### src/rtl/serial_frame_tx.sv
module serial_frame_tx #(
  parameter int MAX_BITS = 9,
  parameter int MIN_BITS = 5
) (
  input  logic                clk,
  input  logic                rst,
  input  logic                tick,
  input  logic                in_valid,
  output logic                in_ready,
  input  logic [MAX_BITS-1:0] in_data,
  input  logic [2:0]          cfg_len,
  input  logic [1:0]          cfg_parity,
  input  logic                cfg_two_stop,
  output logic                line_out,
  output logic                busy
);
  localparam int CW   = $clog2(MAX_BITS);
  localparam int SPAN = MAX_BITS - MIN_BITS;

  typedef enum logic [2:0] {S_IDLE, S_START, S_DATA, S_PAR, S_STOP1, S_STOP2} st_t;

  st_t                 st;
  logic [MAX_BITS-1:0] shreg;
  logic [MAX_BITS-1:0] mask;
  logic [CW-1:0]       cnt;
  logic [CW-1:0]       last_idx;
  logic                par_en;
  logic                par_bit;
  logic                two_stop;
  logic                final_stop;
  logic                accept;
  int                  nbits;

  always_comb begin
    if (int'(cfg_len) > SPAN) nbits = MAX_BITS;
    else                      nbits = MIN_BITS + int'(cfg_len);
  end

  for (genvar g = 0; g < MAX_BITS; g++) begin : g_mask
    assign mask[g] = (g < nbits);
  end

  assign final_stop = (st == S_STOP2) || (st == S_STOP1 && !two_stop);
  assign in_ready   = tick && (st == S_IDLE || final_stop);
  assign accept     = in_valid && in_ready;
  assign busy       = (st != S_IDLE);

  always_comb begin
    case (st)
      S_START: line_out = 1'b0;
      S_DATA:  line_out = shreg[0];
      S_PAR:   line_out = par_bit;
      default: line_out = 1'b1;
    endcase
  end

  always_ff @(posedge clk) begin
    if (rst) begin
      st       <= S_IDLE;
      shreg    <= '0;
      cnt      <= '0;
      last_idx <= '0;
      par_en   <= 1'b0;
      par_bit  <= 1'b0;
      two_stop <= 1'b0;
    end else if (tick) begin
      if (accept) begin
        st       <= S_START;
        shreg    <= in_data & mask;
        cnt      <= '0;
        last_idx <= CW'(nbits - 1);
        par_en   <= cfg_parity[1];
        par_bit  <= (^(in_data & mask)) ^ cfg_parity[0];
        two_stop <= cfg_two_stop;
      end else begin
        case (st)
          S_START: st <= S_DATA;
          S_DATA: begin
            shreg <= shreg >> 1;
            cnt   <= cnt + 1'b1;
            if (cnt == last_idx) st <= par_en ? S_PAR : S_STOP1;
          end
          S_PAR:   st <= S_STOP1;
          S_STOP1: st <= two_stop ? S_STOP2 : S_IDLE;
          S_STOP2: st <= S_IDLE;
          default: st <= S_IDLE;
        endcase
      end
    end
  end

  a_r1_idle_high: assert property (@(posedge clk) disable iff (rst)
    !busy |-> line_out);

  a_r2_start_follows_accept: assert property (@(posedge clk) disable iff (rst)
    (in_valid && in_ready) |=> (!line_out && busy));

  a_r3_count_bound: assert property (@(posedge clk) disable iff (rst)
    (st == S_DATA) |-> (cnt <= last_idx));

  a_r6_hold_between_ticks: assert property (@(posedge clk) disable iff (rst)
    !tick |=> ($stable(line_out) && $stable(busy)));

  a_r7_ready_needs_tick: assert property (@(posedge clk) disable iff (rst)
    in_ready |-> tick);

  a_r8_seamless: assert property (@(posedge clk) disable iff (rst)
    (busy && in_valid && in_ready) |=> (busy && !line_out));

  a_r11_reset_idle: assert property (@(posedge clk) disable iff (rst)
    $past(rst) |-> (!busy && line_out));
endmodule

### config.mk
export PLATFORM = sky130hd
export DESIGN_NAME = serial_frame_tx
export DESIGN_NICKNAME = d
export VERILOG_FILES = /design/src/rtl/serial_frame_tx.sv
export SDC_FILE = /design/constraint.sdc
export NUM_CORES = 1
export LEC_CHECK = 0
export BUFFER_PORTS_ARGS = -buffer_cell sky130_fd_sc_hd__buf_2
export CORE_UTILIZATION = 38
export CTS_BUF_LIST = sky130_fd_sc_hd__clkbuf_4
export CTS_CLUSTER_DIAMETER = 80
export CTS_CLUSTER_SIZE = 16
export DETAILED_ROUTE_END_ITERATION = 7
export PLACE_DENSITY = 0.65
export SETUP_SLACK_MARGIN = 0.5
export SKIP_LAST_GASP = 1
export SLEW_MARGIN = 5
export SYNTH_ARGS = -nofsm -noshare
export SYNTH_HDL_FRONTEND = slang
export SYNTH_SLANG_ARGS = --single-unit
### constraint.sdc
create_clock -name clk -period 4.56 [get_ports clk]
set_input_delay 0.228 -clock clk [delete_from_list [all_inputs] [get_ports clk]]
set_output_delay 0.228 -clock clk [all_outputs]
set_load 0.05 [all_outputs]
Word-level counts from Yosys, hierarchy flattened. Cells that the tools add are included.

Flip-flop bits (word level): 23. Input bits: 19. Logic and storage cells: 53.

Add/subtract/negate cells: 3. Order comparisons: 10. Eq/ne operators: 7. Mux-type cells: 11. Bitwise logic cells: 2. Reduce and logical (&&, ||, !) cells: 13.

Operator list (count): $lt A4 B32 Y1 const A (4); $lt A3 B32 Y1 const A (2); $lt A1 B32 Y1 const A (1); $lt A2 B32 Y1 const A (1); $lt A5 B32 Y1 const A (1); $mux W9 (2); $mux W3 (4); $mux W4 (3); $pmux W3 S4 (1); $and A9 B9 Y9 (1); $reduce_xor A9 Y1 (1); $eq A3 B2 Y1 const B (2); $eq A3 B3 Y1 const B (2); $reduce_and A2 Y1 (3); $add A3 B3 Y4 const A (1); $add A4 B1 Y4 const B (1); $eq A4 B4 Y1 (1); $sub A4 B2 Y4 const B (1); $eq A3 B1 Y1 const B (1); $gt A3 B3 Y1 const B (1); $logic_and A1 B1 Y1 (3); $logic_not A3 Y1 (1); $ne A3 B3 Y1 const B (1); $pmux W1 S3 (1); 5 further kinds (6).

Depth between registers and ports, before layout.
Depth in word-level cells: 8. Mapped depth: 9. Gate-level depth less buffers: 8.

Least setup slack after synthesis. OpenSTA, ideal clock, no wires.

Kind: register to register. From: register st[2]. To: register last_idx[3]. Setup time: 128 ps. Arrival: 1751 ps. Setup slack: 2682 ps. Cell stages (with the launch flop): 7. Path buffers: 2. Path through: dfxtp_1 > clkbuf_1 > o2111a_1 > nand2_1 > buf_2 > a21oi_1 > nor2_1.

Cells in the longest elaborated chain, start to end: 7.

RTL lines: start, declared (line 22) `st_t st;`; start signal, assigned (line 81) `if (cnt == last_idx) st <= par_en ? S_PAR : S_STOP1;`; start signal, assigned (line 84) `S_STOP1: st <= two_stop ? S_STOP2 : S_IDLE;`; $eq A3 B3 Y1 (line 43) `assign final_stop = (st == S_STOP2) || (st == S_STOP1 && !two_stop);`; $logic_and A1 B1 Y1 (line 43); $logic_or A1 B1 Y1 (line 43); $logic_or A1 B1 Y1 (*) (line 44) `assign in_ready = tick && (st == S_IDLE || final_stop);`; $logic_and A1 B1 Y1 (*) (line 44); via in_ready (line 9) `output logic in_ready,`; $logic_and A1 B1 Y1 (*) (line 45) `assign accept = in_valid && in_ready;`; $reduce_and A2 Y1 (no line) (*); end signal, assigned (line 71) `last_idx <= CW'(nbits - 1);`; end, declared (line 26) `logic [CW-1:0] last_idx;`.

The timed path passes the listed nets; every way through them passes the cells marked *. A chain may end at the register's enable or synchronous reset.

Worst setup path after layout.
From: register st[0]. To: register shreg[7].

Cells in the longest elaborated chain, start to end: 8.

RTL lines: $eq A3 B3 Y1 (line 43); $logic_and A1 B1 Y1 (line 43); $logic_or A1 B1 Y1 (line 43); $logic_or A1 B1 Y1 (line 44); $logic_and A1 B1 Y1 (line 44); $logic_and A1 B1 Y1 (line 45); $reduce_bool A2 Y1 (no line); $reduce_and A2 Y1 (no line); end signal, assigned (line 69) `shreg <= in_data & mask;`; end signal, assigned (line 79) `shreg <= shreg >> 1;`; end, declared (line 23) `logic [MAX_BITS-1:0] shreg;`.

Parallel ways exist; a longest one is shown, timed or not.

==> summary.json <==
{
  "final_layout": {
    "post_layout_nonfiller_instances": 229,
    "layout.filler_cells": 365,
    "antenna_cells": 0,
    "area_growth_pct": 8.73,
    "num-nets-final": 206,
    "drive_above_1_share": 0.191,
    "final_core_util": 0.443
  },
  "detailed_routing": {
    "num_vias": 1204,
    "drtAntennaViolNets": 0,
    "drc": 0,
    "detail_route.vias_per_cell": 5.26,
    "wire_per_inst_um": 13.1,
    "drt_iter0_drc": 55,
    "drt-total-wl_mm": 3.00,
    "detailedRoute.firstPassIterationCount": 4
  },
  "logic_synthesis": {
    "yosysMostFrequentCell": "dfxtp_1",
    "synth_ff_type": "dfxtp_1",
    "synthDominantCellAreaShare": 0.328,
    "netlist_top_cells_area": "dfxtp_1 (33%), a21oi_1 (5.7%), xnor2_1 (5.6%)",
    "yosys_warnings": 0,
    "yosysSeqAreaShare": 0.328,
    "mapped_avg_cell_area_um2": 8.36,
    "synth.largest_area_cell": "dfxtp_1",
    "postSynthCellCount": 168,
    "post_synth_instance_area_um2": 1400,
    "synth_edf_count": 0,
    "async_flop_share": 0,
    "synth_nets": 190,
    "synth_top_cells_by_count": "dfxtp_1 (23), a21oi_1 (16), nand2_1 (14)",
    "synth-seq-cells": 23,
    "netlist-cell-type-count": 42
  },
  "sta": {
    "post-route-worst-setup-slack_ns": 2.68,
    "slew_viol_final": 0,
    "fin_tns_setup_ns": 0,
    "max_freq_mhz": 532,
    "clock_skew_ns": 0.00562,
    "layout_min_cycle_time_ns": 1.88,
    "timing.final.hold_violations": 0,
    "worstMarginPinSlew_ns": 0.703,
    "setup_viol": 0,
    "worst_slew_margin_rel": 0.531,
    "unrepaired_setup_endpoints_after_global_routing": "false",
    "period_share": 0.412
  },
  "global_routing": {
    "number_of_global_route_vias_before_repair": 1172,
    "grt_antenna_before_repair": 0,
    "grt_first_pass_wirelength_mm": 5.41,
    "gr-usage-all-layers": 0.169,
    "grt.overflow.total": 0,
    "grt_start_max_net_pins": 25
  },
  "outcome": {
    "outcome": "completed"
  },
  "power": {
    "comb_power_share": 0.241,
    "switching_power_share_of_the_total": 0.302,
    "total_switching_power_mw": 0.123,
    "p_seq_frac": 0.532,
    "p_leak_nw": 0.598,
    "intPower_mw": 0.285,
    "power.density_cell_area_nw_per_um2": 267,
    "pwr-share-clk": 0.227,
    "irDropWorstVdd_mv": 0.0963
  },
  "clock_network": {
    "numCtsBuffers": 3,
    "max-clock-path-buffers": 2,
    "cts_root_buffer": "clkbuf_4",
    "tritoncts": "built",
    "clk_pin_slew_ns": 0.13,
    "postCtsSetupBuffers": 0,
    "worst_skew_pair.late_latency_ns": 0.30,
    "htree_num_levels": 1,
    "cts-hold-fix-buffers": 0,
    "ctsResizeCount": 0,
    "clkSinkCount": 23
  },
  "floorplanning": {
    "pin_count": 22,
    "core_region_area_um2": 3440,
    "die_area_um2": 3940,
    "rows": 21,
    "floorplan.initialDensity": 0.408,
    "die_height_um": 62.8,
    "fp.dieW_um": 62.8
  },
  "worst_hold_path": {
    "min_from": "cfg_two_stop",
    "min_delay_path_depth": 3,
    "worstHoldEndpoint": "two_stop",
    "worst_hold_path_type": "input pin to flip-flop"
  },
  "run": {
    "max_cap_violations": 0
  },
  "critical_path": {
    "cp.required_ns": 4.75,
    "reg2reg_slack_ns": 2.68,
    "timing.critical_path.from_type": "flip-flop",
    "crit_path_max_fanout": 18,
    "regToRegEndpoint": "shreg[7]",
    "worstRegToRegCells": 6,
    "cp_data_arrival_time_ns": 2.07,
    "cp-startpoint": "st[0]",
    "crit-reg2reg-launch": "st[0]",
    "end_kind": "flip-flop",
    "criticalPathCategory": "flip-flop to flip-flop"
  },
  "placed_design": {
    "detailedPlace.worstSlack_ns": 2.57,
    "port_buffers": 21,
    "placedCellCount": 225,
    "detailedPlacementHpwl_mm": 2.19,
    "gp_routability_congestion": 0.830
  }
}
## flip-flops by register name (all words and copies together) (netlist names)
name,count
last_idx,4
st,3
par_bit,1
two_stop,1
shreg,9
cnt,4
par_en,1
## power groups by stage
stage / sequential [mW] / clock [mW] / combinational (mW)
floorplan: 0.219 / 0 / 0.0786
global placement: 0.221 / 0 / 0.0963
detailed placement: 0.222 / 0 / 0.0985
CTS: 0.217 / 0.0955 / 0.0990
global route: 0.219 / 0.106 / 0.109
finish: 0.217 / 0.0926 / 0.0982
## layer usage
layer	vias up	track usage	wire, µm
li1	629	-	-
met2	23	0.288	1420
met1	550	0.220	1490
met5	-	0	0
met4	0	0.0610	27
met3	2	0.0182	71
## cell families (layout without fill, tap and decap cells)
family                   count (synthesis)  count (layout)  synth area share
buffers and inverters                   14              29            0.0606
multiplexers                             5               5            0.0357
AO/OA/AOI/OAI                           46              46             0.229
adder cells (fa/ha/maj)                  3               3            0.0267
AND/OR/NAND/NOR                         60              60             0.209
XOR/XNOR                                17              17             0.111
flip-flops                              23              23             0.328
## worst max-delay path, cell delays in order (launching register included)
cell and delay (ns):
dfxtp_1 0.47, nand3b_1 0.15, o2111a_1 0.20, and2_1 0.59, nor2_1 0.12, a31oi_1 0.16
nor2_1 0.06
## layout make-up
cell class / instances / area (µm²) / area share
multi-input cells: 131 / 858 / 0.562
flip-flops and latches: 23 / 460 / 0.302
repair buffers: 21 / 105 / 0.0689
well taps: 46 / 57.6 / 0.0377
clock buffers: 3 / 22.5 / 0.0148
inverters: 4 / 17.5 / 0.0115
clock inverters: 1 / 5.00 / 0.00328
## worst max-delay path by stage
stage                  endpoint  slack, ns  depth (start not counted)
floorplan           last_idx[3]       2.68                          6
global placement        par_bit       2.57                          9
detailed placement      par_bit       2.57                          9
CTS                    shreg[7]       2.68                          6
global route           shreg[7]       2.46                          6
finish                 shreg[7]       2.68                          6
## per-stage QoR
step | power, mW | cell area (µm²) | hold WS [ns]
finish | 0.408 | 1530 | 0.151
global route | 0.434 | 1530 | 0.160
CTS | 0.412 | 1530 | 0.144
detailed placement | 0.320 | 1500 | 0.458
global placement | 0.317 | 1500 | 0.456
floorplan | 0.298 | 1400 | 0.305
## placed cells by master (no fill, tap or decap), types with 3 or more instances in the layout
master	instances
a21oi_1	16
nor2_1	13
ha_1	3
nand3_1	8
nor2b_1	3
clkbuf_4	3
xnor2_1	9
nand3b_1	3
mux2i_1	5
nand2b_1	3
xor2_1	7
nor3_1	7
dfxtp_1	23
buf_2	21
o21ai_0	4
nand2_1	14
and2_1	4
a211oi_1	7
a31oi_1	3
Power figures use the tool's default switching activity.
